--- src/rtl/clock_pkg.sv ---
package clock_pkg;

  typedef struct packed {
    logic       tens;
    logic [3:0] ones;
  } hour_t;

  localparam hour_t HOUR_AT_RESET = '{tens: 1'b1, ones: 4'd2};

  // next value of a digit that wraps at the given modulus
  function automatic logic [3:0] digit_step(logic [3:0] v, int unsigned modulus);
    return (32'(v) == modulus - 1) ? 4'd0 : v + 4'd1;
  endfunction

  function automatic logic digit_last(logic [3:0] v, int unsigned modulus);
    return 32'(v) == modulus - 1;
  endfunction

  // hours step: reload to 01 when the tens bit is set and the incremented units
  // would end in binary 11; a units 9 carries into the tens bit
  function automatic hour_t hour_step(hour_t h);
    logic [3:0] bumped;
    hour_t      r;
    bumped = h.ones + 4'd1;
    if (h.tens && bumped[1:0] == 2'b11) begin
      r.tens = 1'b0;
      r.ones = 4'd1;
    end else if (h.ones == 4'd9) begin
      r.tens = 1'b1;
      r.ones = 4'd0;
    end else begin
      r.tens = h.tens;
      r.ones = bumped;
    end
    return r;
  endfunction

  function automatic logic hour_legal(hour_t h);
    return (!h.tens && h.ones >= 4'd1 && h.ones <= 4'd9) ||
           ( h.tens && h.ones <= 4'd2);
  endfunction

endpackage

--- src/rtl/tick_prescaler.sv ---
module tick_prescaler #(
  parameter int unsigned PRESCALE = 60
) (
  input  logic clk,
  input  logic rst_n,
  input  logic tick_in,
  output logic sec_pulse
);

  generate
    if (PRESCALE <= 1) begin : g_pass
      assign sec_pulse = tick_in;
    end else begin : g_count
      localparam int unsigned CW = $clog2(PRESCALE);
      localparam logic [CW-1:0] LAST = CW'(PRESCALE - 1);
      logic [CW-1:0] phase;

      assign sec_pulse = tick_in && (phase == LAST);

      always_ff @(posedge clk or negedge rst_n) begin
        if (!rst_n)          phase <= '0;
        else if (sec_pulse)  phase <= '0;
        else if (tick_in)    phase <= phase + 1'b1;
      end

      // phase stays inside the divide ratio
      p_phase_range_r2: assert property (@(posedge clk) disable iff (!rst_n)
        32'(phase) < PRESCALE);

      // phase only moves on an input tick
      p_phase_hold_r2: assert property (@(posedge clk) disable iff (!rst_n)
        !tick_in |=> $stable(phase));
    end
  endgenerate

endmodule

--- src/rtl/bcd_digit.sv ---
module bcd_digit
  import clock_pkg::*;
#(
  parameter int unsigned WIDTH     = 4,
  parameter int unsigned MODULUS   = 10,
  parameter int unsigned RESET_VAL = 0
) (
  input  logic             clk,
  input  logic             rst_n,
  input  logic             en,
  output logic [WIDTH-1:0] q,
  output logic             carry
);

  localparam logic [WIDTH-1:0] RST = WIDTH'(RESET_VAL);

  logic [3:0]       q_wide;
  logic [WIDTH-1:0] q_next;

  assign q_wide = 4'(q);
  assign q_next = WIDTH'(digit_step(q_wide, MODULUS));
  assign carry  = en && digit_last(q_wide, MODULUS);

  always_ff @(posedge clk or negedge rst_n) begin
    if (!rst_n)  q <= RST;
    else if (en) q <= q_next;
  end

  // digit never reaches its modulus
  p_digit_range_r3: assert property (@(posedge clk) disable iff (!rst_n)
    32'(q) < MODULUS);

  // a carry is followed by a zero digit
  p_digit_wrap_r3: assert property (@(posedge clk) disable iff (!rst_n)
    carry |=> q == '0);

endmodule

--- src/rtl/sixty_counter.sv ---
module sixty_counter (
  input  logic       clk,
  input  logic       rst_n,
  input  logic       step,
  output logic [3:0] ones,
  output logic [2:0] tens,
  output logic       wrap
);

  logic ones_carry;

  bcd_digit #(.WIDTH(4), .MODULUS(10), .RESET_VAL(0)) u_ones (
    .clk(clk), .rst_n(rst_n), .en(step), .q(ones), .carry(ones_carry)
  );

  bcd_digit #(.WIDTH(3), .MODULUS(6), .RESET_VAL(0)) u_tens (
    .clk(clk), .rst_n(rst_n), .en(ones_carry), .q(tens), .carry(wrap)
  );

  // a 59 -> 00 wrap leaves both digits at zero on the same edge
  p_wrap_zero_r3: assert property (@(posedge clk) disable iff (!rst_n)
    wrap |=> (ones == 4'd0 && tens == 3'd0));

endmodule

--- src/rtl/hour_counter.sv ---
module hour_counter
  import clock_pkg::*;
(
  input  logic       clk,
  input  logic       rst_n,
  input  logic       advance,
  output logic       tens,
  output logic [3:0] ones
);

  hour_t cur, nxt;

  assign nxt  = hour_step(cur);
  assign tens = cur.tens;
  assign ones = cur.ones;

  always_ff @(posedge clk or negedge rst_n) begin
    if (!rst_n)       cur <= HOUR_AT_RESET;
    else if (advance) cur <= nxt;
  end

  // only 1..12 is ever held
  p_hour_legal_r8: assert property (@(posedge clk) disable iff (!rst_n)
    hour_legal(cur));

  // 09 is followed by 10
  p_nine_to_ten_r6: assert property (@(posedge clk) disable iff (!rst_n)
    (advance && !tens && ones == 4'd9) |=> (tens && ones == 4'd0));

  // 12 is followed by 01
  p_twelve_to_one_r7: assert property (@(posedge clk) disable iff (!rst_n)
    (advance && tens && ones == 4'd2) |=> (!tens && ones == 4'd1));

endmodule

--- src/rtl/twelve_hour_clock.sv ---
module twelve_hour_clock #(
  parameter int unsigned PRESCALE = 60
) (
  input  logic       clk,
  input  logic       rst_n,
  input  logic       tick_in,
  output logic [3:0] sec_ones,
  output logic [2:0] sec_tens,
  output logic [3:0] min_ones,
  output logic [2:0] min_tens,
  output logic       hr_tens,
  output logic [3:0] hr_ones
);

  // internal events brought out by name
  logic sec_pulse;
  logic sec_wrap;
  logic min_wrap;

  tick_prescaler #(.PRESCALE(PRESCALE)) u_prescale (
    .clk(clk), .rst_n(rst_n), .tick_in(tick_in), .sec_pulse(sec_pulse)
  );

  sixty_counter u_seconds (
    .clk(clk), .rst_n(rst_n), .step(sec_pulse),
    .ones(sec_ones), .tens(sec_tens), .wrap(sec_wrap)
  );

  sixty_counter u_minutes (
    .clk(clk), .rst_n(rst_n), .step(sec_wrap),
    .ones(min_ones), .tens(min_tens), .wrap(min_wrap)
  );

  hour_counter u_hours (
    .clk(clk), .rst_n(rst_n), .advance(min_wrap),
    .tens(hr_tens), .ones(hr_ones)
  );

  // no tick, no change anywhere
  p_idle_hold_r10: assert property (@(posedge clk) disable iff (!rst_n)
    !tick_in |=> $stable({sec_tens, sec_ones, min_tens, min_ones, hr_tens, hr_ones}));

  // seconds move only on a prescaler pulse
  p_sec_hold_r2: assert property (@(posedge clk) disable iff (!rst_n)
    !sec_pulse |=> $stable({sec_tens, sec_ones}));

  // minutes move only on a seconds wrap
  p_min_hold_r4: assert property (@(posedge clk) disable iff (!rst_n)
    !sec_wrap |=> $stable({min_tens, min_ones}));

  // hours move only on a minutes wrap
  p_hour_hold_r5: assert property (@(posedge clk) disable iff (!rst_n)
    !min_wrap |=> $stable({hr_tens, hr_ones}));

  // an hour step lands together with zeroed minutes and seconds
  p_single_edge_r9: assert property (@(posedge clk) disable iff (!rst_n)
    min_wrap |=> (min_ones == 4'd0 && min_tens == 3'd0 &&
                  sec_ones == 4'd0 && sec_tens == 3'd0));

endmodule

--- config.mk ---
export PLATFORM = sky130hd
export DESIGN_NAME = twelve_hour_clock
export DESIGN_NICKNAME = d
export VERILOG_FILES = /design/src/rtl/clock_pkg.sv /design/src/rtl/tick_prescaler.sv /design/src/rtl/bcd_digit.sv /design/src/rtl/sixty_counter.sv /design/src/rtl/hour_counter.sv /design/src/rtl/twelve_hour_clock.sv
export SDC_FILE = /design/constraint.sdc
export NUM_CORES = 1
export LEC_CHECK = 0
export ABC_AREA = 1
export BUFFER_PORTS_ARGS = -buffer_cell sky130_fd_sc_hd__buf_2
export CORE_MARGIN = 10
export CORE_UTILIZATION = 48
export CTS_BUF_LIST = sky130_fd_sc_hd__clkbuf_4
export DETAILED_ROUTE_END_ITERATION = 7
export HOLD_SLACK_MARGIN = 0.03
export PLACE_DENSITY_LB_ADDON = 0.3
export REMOVE_ABC_BUFFERS = 1
export SLEW_MARGIN = 40
export SYNTH_ARGS = -nofsm -noshare
export SYNTH_HDL_FRONTEND = slang
export SYNTH_SLANG_ARGS = --single-unit
--- constraint.sdc ---
create_clock -name clk -period 3.4 [get_ports clk]
set_input_delay 0.17 -clock clk [delete_from_list [all_inputs] [get_ports clk]]
set_output_delay 0.17 -clock clk [all_outputs]
set_load 0.01 [all_outputs]
==> results.md <==
* Total via count after detailed routing at 1,063
* DR DRC count at 0
* Actual slew at the worst max-slew pin at 535 ps
* Int Pwr at 0.425 mW
* Placeable Area at 2710 um2
* Seq. cell area at 628 um2
* Residual antenna-violating net count after detailed routing at 0
* HPWL Detailed at 2.04 mm
* Ratio of total power to cell area at 412 nW/um2
* Run status: finished, final reports clean
* Number of antenna violations at the first check in global routing at 0
* CP cell instances: ha_1 > nand2_2 > nor3_4 > nand4_4 > nor2_4 > nand2_1 > o21ai_0
* Final Wtd Congestion at 0.825
* Chip height at 72.6 um
* Area taken by multi-input logic gates at 589 um2
* Initial DRC count at 36
* Longest Clk Path Bufs at 2
* Unrepaired setup endpoints after global routing: no
* Layout overhead on the synthesized area at 13.7%
* # placed instances at 209
* Summed instance area of the synthesized netlist at 1330 um2
* Maximum clock frequency at 651 MHz
* Min Hold Slack at 129 ps
* Standby leakage power at 0.801 nW
* Vias in the first global route at 1,031
* X dimension of the die at 72.6 um
* Via density at 4.97
* Mean instance size in the synthesized netlist at 8.45 um2
* Number of top-level pins at 22
* Final Net Count at 191
* Share of total power in sequential cells at 59.4%
* Share of the yosys chip area belonging to registers at 47.4%
* Sw Pwr at 0.196 mW
* Distinct cell type count of the synthesized netlist at 21
* Worst setup slack after layout at 1860 ps
* Sum of routed wire length over all layers at 2.51 mm
* Hold Violations, Final at 0
* Final critical-path share of the clock period at 45.2%
* Endpoint arrival time on the critical path at 1760 ps
* Final non-filler cell total at 214
* Largest net degree at the start of global routing at 26
* Fillcell total at 253
* Highest cell delay on the worst timing path at 390 ps
* Count of final max-slew check failures at 0
* Initial Utilization at 48.9%
* Max-cap violations at 0
* Total global-route track usage at 9.99%
* Fraction of final layout cells with drive strength greater than 1 at 20.2%
* Worst max-slew margin expressed relative to the limit at 64.3%
* Clock network fraction of total power at 20.8%
* Post-CTS resize count at 0
* Warnings, synthesis at 0
* Port Buf Inserts at 21
* Avg WL per Cell at 11.7 um
* Number of clock sinks at 25
* Worst clock skew at 8.03 ps
* Clock tree from TritonCTS: done
* Standard-cell rows at 19
* Gate Count Post-Synth at 157
* Area enclosed by the die boundary at 5270 um2
* Final setup vio count at 0
* Sum of negative setup slack at 0 ps
* Global-route wire length before repair at 4.37 mm
* Worst-case vdd ir drop at 0.000351 V
* Yosys reg bits at 25
* Cell with the largest stage delay on the worst path: dfrtp_1
* Clock insertion delay at the later pin of the skew report at 310 ps
* Critical path endpoint category: flip-flop
* Time the final worst path needs with I/O delays and setup at 1540 ps
* Post-placement worst setup slack at 1870 ps
* Number of setup buffers added after CTS at 0
* Initial DRT Pass Iterations at 4
* Number of inserted diodes at 0
* Top fanout value on the critical path at 8
* Clock transition at path regs at 130 ps
* Part of the power in combinational logic at 19.7%
* Launching element type of the critical path: flip-flop
* Total CTS buffers at 3
* Path type of the worst setup path: reg -> reg
* Buffer cell driving the clock tree root: clkbuf_4
* Critical path required time at 3630 ps
* Net switching fraction of the power at 31.6%
* Aggregate global routing overflow at 0
* H-tree levels at 1
* Hold crit path type: in -> reg
[routing by layer]
layer / vias to the layer above / track usage, % / part of all wire, %
li1: 551 / - / -
met1: 487 / 12.3 / 46
met2: 23 / 15.9 / 48
met3: 2 / 3.54 / 5.4
met4: 0 / 3.16 / 0.64
met5: - / 0 / 0
[layout by cell type, fill, tap and decap left out, drive strengths merged, types with 5 or more instances in the layout]
cell    n
nor2   10
nand2  35
dfrtp  23
xor2    7
buf    21
nor3    5
nand3  11
inv    29
o21ai  18
a21oi   6
[flip-flops by register name, summed over array words and instances (netlist names)]
register	cells
u_hours.ones	4
u_hours.tens	1
u_minutes.u_ones.q	4
u_minutes.u_tens.q	3
u_prescale.g_count.phase	6
u_seconds.u_ones.q	4
u_seconds.u_tens.q	3
[cells by family after synthesis]
group                      count (synthesis)  share of synthesized area [%]
AOI/OAI and AO/OA                         25                           9.81
xor gates and xnor gates                   8                           5.28
adders and majority gates                  4                           3.77
buffers and inverters                     29                           8.21
DFF                                       25                           47.4
and+or+nand+nor                           66                           25.6
[power groups by stage]
stage / Combinational, mW / Sequential, mW / Clock, mW
6_report: 0.123 / 0.369 / 0.129
3_3_place_gp: 0.120 / 0.373 / 0
4_1_cts: 0.126 / 0.369 / 0.134
5_1_grt: 0.146 / 0.376 / 0.150
2_1_floorplan: 0.0899 / 0.371 / 0
3_5_place_dp: 0.125 / 0.375 / 0
[synth_stat cells (all sizes together)]
cell type,count,area [um2]
nand2,35,136
inv,29,109
dfrtp,23,576
o21ai,18,90.1
nand3,11,60.1
nor2,10,60.1
xor2,7,61.3
a21oi,6,30.0
nor3,5,36.3
ha,4,50.1
nand4,4,40.0
dfstp,2,52.6
a211o,1,10.0
or2,1,6.26
xnor2,1,8.76
[final cells by class]
cell class                 instances  area share, %
clock inverter                     1          0.332
multi-input combinational        103           39.1
inverter                          29           7.22
clock buffer                       3           1.49
sequential                        25           41.7
timing repair buffer              22           7.63
tap                               31           2.57
[metrics by stage]
stage	utilization [%]	total power, mW	cell area (um2)
after floorplan	-	0.461	1330
after global placement	54.2	0.493	1470
after detailed placement	54.2	0.500	1470
after CTS	55.6	0.630	1510
after global routing	55.6	0.671	1510
final	55.6	0.621	1510
[path summary, 6_finish.rpt]
check,from,end,slack (ps),depth (start not counted)
max in group asynchronous,rst_n,u_hours.ones[1]$_DFFE_PN1P_,2670,2
hold / removal,tick_in,u_prescale.g_count.phase[1]$_DFFE_PN0P_,130,3
setup reg to reg,u_prescale.g_count.phase[1]$_DFFE_PN0P_,u_hours.ones[2]$_DFFE_PN0P_,1860,7
min in group asynchronous,rst_n,u_prescale.g_count.phase[5]$_DFFE_PN0P_,350,2
hold reg to reg,u_hours.tens$_DFFE_PN1P_,u_hours.tens$_DFFE_PN1P_,500,2
setup / recovery,u_prescale.g_count.phase[1]$_DFFE_PN0P_,u_hours.ones[2]$_DFFE_PN0P_,1860,7
[worst max-delay path: cells and delay by family (launching register included)]
kind | cells | cell delay (ps)
AOI/OAI and AO/OA | 1 | 90
DFF | 1 | 390
adders and majority gates | 1 | 190
and+or+nand+nor | 5 | 790
[timing repair]
action | CTS | global route
endpoints found under the hold margin | 23 | 0
setup endpoints to repair | 0 | 0
hold buffers | 1 | 0
Note: power is estimated with default switching activity, not from simulation.
